[config.mk]
export PLATFORM = sky130hd
export DESIGN_NAME = mdm_loop_unit
export DESIGN_NICKNAME = d
export VERILOG_FILES = /design/src/rtl/mdm_loop_pkg.sv /design/src/rtl/mdm_sync.sv /design/src/rtl/mdm_ctrl_reg.sv /design/src/rtl/mdm_delta.sv /design/src/rtl/mdm_loop_unit.sv
export SDC_FILE = /design/constraint.sdc
export NUM_CORES = 1
export LEC_CHECK = 0
export BUFFER_PORTS_ARGS = -buffer_cell sky130_fd_sc_hd__buf_2
export CAP_MARGIN = 25
export CORE_MARGIN = 2
export CORE_UTILIZATION = 33
export CTS_CLUSTER_SIZE = 40
export DETAILED_ROUTE_END_ITERATION = 10
export SYNTH_ARGS = -nofsm -noshare
export SYNTH_HDL_FRONTEND = slang
export SYNTH_SLANG_ARGS = --single-unit
[constraint.sdc]
create_clock -name clk -period 1.05 [get_ports clk]
set_clock_uncertainty 0.1 [all_clocks]
set_input_delay 0.21 -clock clk [delete_from_list [all_inputs] [get_ports clk]]
set_output_delay 0.21 -clock clk [all_outputs]
set_load 0.01 [all_outputs]
[src/rtl/mdm_loop_pkg.sv]
`timescale 1ns/1ps
package mdm_loop_pkg;
    localparam int MDM_N  = 4;
    localparam int CTS_IX = 0;
    localparam int DSR_IX = 1;
    localparam int RI_IX  = 2;
    localparam int CD_IX  = 3;

    // Field order matches the register bit order 4..0
    typedef struct packed {
        logic loop;
        logic op2;
        logic op1;
        logic rts;
        logic dtr;
    } mdm_ctrl_t;

    typedef struct packed {
        logic [MDM_N-1:0] sts;
        logic [MDM_N-1:0] dlt;
    } mdm_state_t;
endpackage

[src/rtl/mdm_sync.sv]
`timescale 1ns/1ps
module mdm_sync #(
    parameter int   W       = 4,
    parameter int   STAGES  = 2,
    parameter logic RST_VAL = 1'b1
) (
    input  logic         clk,
    input  logic         rst_n,
    input  logic [W-1:0] din,
    output logic [W-1:0] dout
);
    logic [W-1:0] stg_q [STAGES];
    logic [W-1:0] stg_d [STAGES];

    always_comb begin
        stg_d[0] = din;
        for (int i = 1; i < STAGES; i++) stg_d[i] = stg_q[i-1];
    end

    always_ff @(posedge clk or negedge rst_n) begin
        if (!rst_n) begin
            for (int i = 0; i < STAGES; i++) stg_q[i] <= {W{RST_VAL}};
        end else begin
            stg_q <= stg_d;
        end
    end

    assign dout = stg_q[STAGES-1];
endmodule

[src/rtl/mdm_ctrl_reg.sv]
`timescale 1ns/1ps
module mdm_ctrl_reg
    import mdm_loop_pkg::*;
#(
    parameter int DATA_W = 8
) (
    input  logic              clk,
    input  logic              rst_n,
    input  logic              wr_en,
    input  logic [DATA_W-1:0] wr_data,
    output logic [DATA_W-1:0] rd_data,
    output mdm_ctrl_t         ctrl
);
    localparam int CTRL_W = $bits(mdm_ctrl_t);

    mdm_ctrl_t ctrl_d, ctrl_q;
    logic      unused_rsvd;

    assign unused_rsvd = ^wr_data[DATA_W-1:CTRL_W];

    always_comb begin
        ctrl_d = ctrl_q;
        if (wr_en) ctrl_d = mdm_ctrl_t'(wr_data[CTRL_W-1:0]);
    end

    always_ff @(posedge clk or negedge rst_n) begin
        if (!rst_n) ctrl_q <= '0;
        else        ctrl_q <= ctrl_d;
    end

    assign ctrl    = ctrl_q;
    assign rd_data = {{(DATA_W-CTRL_W){1'b0}}, ctrl_q};


    wr_store_chk: assert property (@(posedge clk) disable iff (!rst_n)
        wr_en |=> (ctrl_q == $past(wr_data[CTRL_W-1:0])));

    hold_chk: assert property (@(posedge clk) disable iff (!rst_n)
        !wr_en |=> $stable(ctrl_q));
endmodule

[src/rtl/mdm_delta.sv]
`timescale 1ns/1ps
module mdm_delta
    import mdm_loop_pkg::*;
#(
    parameter int TRAIL_IX = RI_IX
) (
    input  logic             clk,
    input  logic             rst_n,
    input  logic [MDM_N-1:0] src,
    input  logic             clr,
    output logic [MDM_N-1:0] sts,
    output logic [MDM_N-1:0] dlt,
    output logic             irq
);
    mdm_state_t       st_d, st_q;
    logic [MDM_N-1:0] chg;

    for (genvar g = 0; g < MDM_N; g++) begin : g_edge
        if (g == TRAIL_IX) begin : g_trail
            assign chg[g] = st_q.sts[g] & ~src[g];
        end else begin : g_any
            assign chg[g] = st_q.sts[g] ^ src[g];
        end
    end

    always_comb begin
        st_d     = st_q;
        st_d.sts = src;
        st_d.dlt = (clr ? '0 : st_q.dlt) | chg;
    end

    always_ff @(posedge clk or negedge rst_n) begin
        if (!rst_n) st_q <= '0;
        else        st_q <= st_d;
    end

    assign sts = st_q.sts;
    assign dlt = st_q.dlt;
    assign irq = |st_q.dlt;


    cts_delta_chk: assert property (@(posedge clk) disable iff (!rst_n)
        (st_q.sts[CTS_IX] != $past(st_q.sts[CTS_IX])) |-> st_q.dlt[CTS_IX]);

    cd_delta_chk: assert property (@(posedge clk) disable iff (!rst_n)
        (st_q.sts[CD_IX] != $past(st_q.sts[CD_IX])) |-> st_q.dlt[CD_IX]);

    ri_fall_chk: assert property (@(posedge clk) disable iff (!rst_n)
        $fell(st_q.sts[TRAIL_IX]) |-> st_q.dlt[TRAIL_IX]);

    ri_rise_chk: assert property (@(posedge clk) disable iff (!rst_n)
        ($rose(st_q.sts[TRAIL_IX]) && $past(clr)) |-> !st_q.dlt[TRAIL_IX]);

    clear_chk: assert property (@(posedge clk) disable iff (!rst_n)
        (clr && (src == st_q.sts)) |=> (st_q.dlt == '0));
endmodule

[src/rtl/mdm_loop_unit.sv]
`timescale 1ns/1ps
module mdm_loop_unit
    import mdm_loop_pkg::*;
#(
    parameter int DATA_W      = 8,
    parameter int SYNC_STAGES = 2
) (
    input  logic              clk,
    input  logic              rst_n,
    input  logic              reg_wr_i,
    input  logic [DATA_W-1:0] reg_wdata_i,
    output logic [DATA_W-1:0] reg_rdata_o,
    input  logic              sts_rd_i,
    input  logic              tx_core_i,
    output logic              rx_core_o,
    output logic              tx_pin_o,
    input  logic              rx_pin_i,
    input  logic              cts_n_i,
    input  logic              dsr_n_i,
    input  logic              cd_n_i,
    input  logic              ri_n_i,
    output logic              rts_n_o,
    output logic              dtr_n_o,
    output logic              op1_n_o,
    output logic              op2_n_o,
    output logic [MDM_N-1:0]  mdm_sts_o,
    output logic [MDM_N-1:0]  mdm_dlt_o,
    output logic              mdm_irq_o
);
    mdm_ctrl_t        ctrl;
    logic [MDM_N-1:0] pin_raw, pin_s, lb_src, sel_src;

    mdm_ctrl_reg #(.DATA_W(DATA_W)) u_reg (
        .clk     (clk),
        .rst_n   (rst_n),
        .wr_en   (reg_wr_i),
        .wr_data (reg_wdata_i),
        .rd_data (reg_rdata_o),
        .ctrl    (ctrl)
    );

    assign pin_raw = {cd_n_i, ri_n_i, dsr_n_i, cts_n_i};

    mdm_sync #(.W(MDM_N), .STAGES(SYNC_STAGES), .RST_VAL(1'b1)) u_sync (
        .clk   (clk),
        .rst_n (rst_n),
        .din   (pin_raw),
        .dout  (pin_s)
    );

    always_comb begin
        lb_src         = '0;
        lb_src[CTS_IX] = ctrl.rts;
        lb_src[DSR_IX] = ctrl.dtr;
        lb_src[RI_IX]  = ctrl.op1;
        lb_src[CD_IX]  = ctrl.op2;
        sel_src        = ctrl.loop ? lb_src : ~pin_s;
    end

    mdm_delta #(.TRAIL_IX(RI_IX)) u_delta (
        .clk   (clk),
        .rst_n (rst_n),
        .src   (sel_src),
        .clr   (sts_rd_i),
        .sts   (mdm_sts_o),
        .dlt   (mdm_dlt_o),
        .irq   (mdm_irq_o)
    );

    always_comb begin
        tx_pin_o  = ctrl.loop ? 1'b1 : tx_core_i;
        rx_core_o = ctrl.loop ? tx_core_i : rx_pin_i;
        rts_n_o   = ctrl.loop | ~ctrl.rts;
        dtr_n_o   = ctrl.loop | ~ctrl.dtr;
        op1_n_o   = ctrl.loop | ~ctrl.op1;
        op2_n_o   = ctrl.loop | ~ctrl.op2;
    end


    loop_serial_chk: assert property (@(posedge clk) disable iff (!rst_n)
        reg_rdata_o[4] |-> (tx_pin_o && (rx_core_o == tx_core_i)));

    loop_pins_chk: assert property (@(posedge clk) disable iff (!rst_n)
        reg_rdata_o[4] |-> (rts_n_o && dtr_n_o && op1_n_o && op2_n_o));

    loop_sts_chk: assert property (@(posedge clk) disable iff (!rst_n)
        reg_rdata_o[4] |=> (mdm_sts_o == {$past(reg_rdata_o[3]), $past(reg_rdata_o[2]),
                                          $past(reg_rdata_o[0]), $past(reg_rdata_o[1])}));

    irq_chk: assert property (@(posedge clk) disable iff (!rst_n)
        mdm_irq_o == (mdm_dlt_o != '0));
endmodule

Word-level counts from Yosys, hierarchy flattened

Cells that the tools add are included.

Output and inout bits: 23
Input bits: 18
Register bits: 21

Reductions and logical operators: 1
Bitwise logic cells: 15
Mux-type cells: 4

Operator list:

| kind               | number |
|---|---|
| 4-bit two-way mux  | 2 |
| 1-bit NOT          | 5 |
| 4-bit NOT          | 1 |
| 1-bit OR           | 4 |
| 4-bit OR           | 1 |
| 4-bit OR reduction | 1 |
| 1-bit bitwise XOR  | 3 |
| 1-bit two-way mux  | 2 |
| 1-bit bitwise AND  | 1 |

Depth between registers and ports, before layout

Depth in word-level cells: 5
Mapped depth: 4

Hierarchy

Synthesis repeated with hierarchy kept, for this count alone.

Cells, all modules: 63
Area, all modules: 822.0 um2

Modules (own cells, without submodules):

| module        | times used | cells each | area an instance (um2) |
|---|---|---|---|
| mdm_delta     | 1          | 21         | 272.8 |
| mdm_ctrl_reg  | 1          | 19         | 245.2 |
| mdm_sync      | 1          | 8          | 210.2 |
| mdm_loop_unit | 1          | 15         | 93.8 |

Worst setup path before layout

No wires, ideal clock.

Kind: register to output
From: reg u_reg.ctrl_q (netlist bit u_reg.ctrl[4])
To: out rx_core_o
Arrival: 994 ps
Stages on the path, launching flop included: 3
Path slack: -254 ps
Buffers on the path: 1
Cell sequence: dfrtp_1 > buf_6 > mux2_2

Cells in the longest elaborated chain, start to end: 1

Ends and longest elaborated chain:

| what                   | line                | RTL |
|---|---|---|
| from (decl)            | mdm_ctrl_reg.sv:16  | `mdm_ctrl_t ctrl_d, ctrl_q;` |
| from (signal assigned) | mdm_ctrl_reg.sv:28  | `else ctrl_q <= ctrl_d;` |
| 1-bit two-way mux      | mdm_loop_unit.sv:72 | `rx_core_o = ctrl.loop ? tx_core_i : rx_pin_i;` |
| to (decl)              | mdm_loop_unit.sv:15 | `output logic rx_core_o,` |

Every way passes these cells.

Final worst setup path

From: reg u_delta.st_q (netlist bit u_delta.dlt[1])
To: out mdm_irq_o

Cells in the longest elaborated chain, start to end: 1

Ends and longest elaborated chain:

| what                   | line                | RTL |
|---|---|---|
| from (decl)            | mdm_delta.sv:15     | `mdm_state_t st_d, st_q;` |
| from (signal assigned) | mdm_delta.sv:34     | `else st_q <= st_d;` |
| 4-bit OR reduction     | mdm_delta.sv:39     | `assign irq = \|st_q.dlt;` |
| to (decl)              | mdm_loop_unit.sv:28 | `output logic mdm_irq_o` |

Every way passes these cells.

==> metrics.sh <==
SWSHARE_PCT=27.66
CTS.SINKS=21
CP-START-KIND='register'
LAYOUT-DRIVE-GT1-SHARE_PCT=68.33
OUTCOME='finished, violations left'
POST-ROUTE-MIN-PERIOD_NS=1.674
HOLD_VIOL=0
STD_CELL_ROWS=18
YOSYS_WARNINGS=0
FAILED_CHECKS='setup timing'
GRT_START_MAX_NET_PINS=22
ANTENNA_FOUND_INITIAL=0
DETAILEDROUTE.FIRSTPASSITERATIONCOUNT=1
ROUTEDWLPERCELL_MICRONS=11.88
YS_SEQ_AREA_SHARE_PCT=64.46
FIN_CRIT_SH_PCT=159.4
PWR_DENSITY_CELL_nW_PER_UM2=1388
PATH_CLK_SLEW_NS=0.11
PORTBUFFERS=34
GRT_FIRST_PASS_WIRELENGTH_MICRONS=2911
AREAGROWTHSYNTHTOFINISH_PCT=73.79
RSZ_0062_RAISED_AFTER_GLOBAL_ROUTING='true'
SYN_INST=63
TIMING.FINAL.MAX_SLEW_VIOLATIONS=0
REPORT.FINAL.SETUP_VIOL=29
NUM_VIAS=640
KIND_OF_CELL_ADDING_THE_MOST_DELAY_TO_THE_CRITICAL_PATH='simple AND/OR/NAND/NOR gates'
HPWLAFTERDP_MICRONS=1175
SEQUENTIALPOWERSHARE_PCT=49.0
FINALWORSTSETUPSLACK_NS=-0.6238
SETUP_TNS_NS=-6.302
VIA_COUNT_OF_THE_FIRST_GLOBAL_ROUTING_PASS=649
HOLD_PATH.CLASS='input port to register'
CRITPATHBUFINV=1
FLOORPLAN.INITIALDENSITY_PCT=34.16
WORST_SKEW_PAIR.LATE_LATENCY_NS=0.29
NUMPLACEDINSTANCES=129
CELL_AREA_AFTER_SYNTHESIS_SQ_UM=830.8
WORST-ENDPOINT-REQUIRED_NS=0.74
CLOCK-ROOT-BUFFER='clkbuf_4'
ARRIVAL_NS=1.36
GP_WEIGHTED_CONGESTION=0.6500
NETLIST-CELL-TYPE-COUNT=18
HTREE_NUM_LEVELS=1
NUMBER_OF_ANTENNA_REPAIR_DIODES=0
UTILIZATION_PCT=59.36
PWR-SHARE-COMB_PCT=32.5
TIMING_WORST_SETUP_PATH_TYPE='register to primary output'
CRITPATHMAXSTAGEDELAY_NS=0.53
DIE-WIDTH_MICRONS=54.18
CRIT_CHAIN='or4_4 > buf_6'
TOTALWIRELENGTH_MICRONS=1782
SYNTH-SEQ-CELLS=21
POWER.SWITCHING_mW=0.5545
MAX_CLOCK_FREQ_GHz=0.5975
ROUTE.DETAILED.DRC=0
FINALNETCOUNT=139
DIE_HEIGHT_MICRONS=54.18
IRDROPWORSTVDD_mV=1.145
TIMING.CRITICAL_PATH.FANOUT_MAX=3
GRT_UTIL_ALL_LAYERS_PCT=14.31
IO-PIN-COUNT=41
DRT-INITIAL-DRC-COUNT=0
MAXCAPVIOLCOUNT=0
POSTSYNTHAREAPERCELL_SQ_UM=13.19
CELL_INTERNAL_POWER_DISSIPATION_mW=1.450
SLOWEST_STAGE_CELL_CRIT_PATH='or4_4'
FP.DIEAREA_SQ_UM=2935
CTS_MADE_BUFFERS=3
STATIC-LEAKAGE-POWER_nW=0.6948
NUM-FILL-CELLS=224
DETAIL-ROUTE-ANTENNA-NETS=0
CRITICAL_PATH.ENDPOINT_TYPE='primary output'
CLOCKPOWERSHARE_PCT=18.5
GR-TOTAL-OVERFLOW=0
PLACEABLECOREAREA_SQ_UM=2432
CLOCKBUFFERDEPTH=2
ROUTE.DETAILED.VIAS_PER_INST=4.267
FINALPOWER_mW=2.005
INSTANCES_NO_FILL=150
TRITONCTS_CLOCK_TREE='built'
-- worst paths after layout --
kind / startpoint / endpoint / slack [ns] / cells past startpoint
max: u_delta.dlt[1]$_DFF_PN0_ / mdm_irq_o / -0.62 / 2
min: reg_wdata_i[2] / u_reg.ctrl[2]$_DFFE_PN0P_ / 0.03 / 3
min in group asynchronous: rst_n / u_delta.dlt[3]$_DFF_PN0_ / 0.29 / 2
min reg2reg: u_sync.stg_d[0]$_DFF_PN1_ / u_sync.dout[0]$_DFF_PN1_ / 0.26 / 0
max reg2reg: u_reg.ctrl[4]$_DFFE_PN0P_ / u_delta.dlt[3]$_DFF_PN0_ / -0.25 / 4
max in group asynchronous: rst_n / u_sync.stg_d[1]$_DFF_PN1_ / 0.22 / 2
-- repair_timing --
item                                    CTS  global route
hold buffers                              5             0
endpoints found under the hold margin    17             0
endpoints found under the setup margin   26            30
pin swaps                                 3             3
resized for setup                        31             9
setup buffers                            10             4
-- worst register-to-register path, stage by stage (launching register included) --
cell and delay (ns):
dfrtp_2 0.48, buf_6 0.12, buf_6 0.09, mux2i_4 0.24, mux2i_1 0.20
-- cells by family after synthesis --
| kind of cell | share of synthesized area, % |
|---|---|
| other | 0.4514 |
| AND/OR/NAND/NOR | 12.95 |
| AO/OA/AOI/OAI | 4.819 |
| multiplexers | 11.45 |
| flip-flops | 64.46 |
| buffers and inverters | 5.873 |
-- cells in the mapped netlist --
master    number  area (sq um)
nand2_1        2         7.510
or4_1          1         7.510
o22ai_2        1         12.51
nand2_2        2         12.51
nor2_1         3         11.26
dfstp_2        8         210.2
nor2b_1        6         37.54
or2_2          1         6.260
buf_6          1         11.26
inv_1          4         15.01
nand2b_1       4         25.02
mux2_2         4         45.04
dfrtp_1       13         325.3
mux2i_1        5         50.05
buf_4          3         22.52
o21ai_2        2         17.52
o21ai_0        2         10.01
conb_1         1         3.750
-- area by class of cell --
type | count | area [sq um] | share of cell area (%)
clock buffers | 3 | 22.52 | 1.560
clock inverters | 1 | 5.005 | 0.3466
inverters | 4 | 15.01 | 1.040
multi-input cells | 36 | 347.8 | 24.09
flip-flops and latches | 21 | 539.3 | 37.35
well taps | 30 | 37.54 | 2.600
repair buffers | 55 | 476.7 | 33.02
-- stage by stage --
stage	cell area [sq um]	setup slack (ns)	hold WS, ns
4_1_cts	1395	-0.6390	0.01564
2_1_floorplan	879.6	-0.2114	-0.1856
5_1_grt	1444	-0.6795	0.02745
6_report	1444	-0.6238	0.03190
3_5_place_dp	1084	-0.2971	0.08585
3_3_place_gp	1084	-0.2791	0.07924
-- layer usage --
metal	track usage [%]	wire length (microns)
met5	0	0
met4	6.250	0
met3	2.778	98
met2	24.90	976
met1	16.96	706
-- sequential cells by signal, indices dropped and copies added (netlist names) --
| signal | cells |
|---|---|
| u_reg.ctrl | 5 |
| u_delta.dlt | 4 |
| u_sync.stg_d | 4 |
| u_delta.sts | 4 |
| u_sync.dout | 4 |
-- cell usage in the layout, fill, tap and decap left out, types with 3 or more instances in the layout --
| cell | Yosys | routed |
|---|---|---|
| clkbuf_4 | 0 | 3 |
| conb_1 | 1 | 3 |
| dfrtp_2 | 0 | 3 |
| inv_1 | 4 | 4 |
| dfstp_2 | 8 | 8 |
| buf_2 | 0 | 20 |
| dfrtp_1 | 13 | 10 |
| nor2b_1 | 6 | 6 |
| nor2_1 | 3 | 3 |
| nand2b_4 | 0 | 4 |
| dlygate4sd3_1 | 0 | 5 |
| buf_4 | 3 | 3 |
| mux2i_1 | 5 | 3 |
| buf_6 | 1 | 27 |
-- power by group through the flow --
stage                     sequential [mW]  clock [mW]  combinational (mW)
after floorplan                      1.02           0               0.197
after global placement              0.981           0               0.396
after detailed placement            0.988           0               0.402
after CTS                           0.978       0.397               0.610
after global routing                0.993       0.438               0.708
final                               0.982       0.372               0.651
No activity file was read; power rests on OpenSTA's default activity.
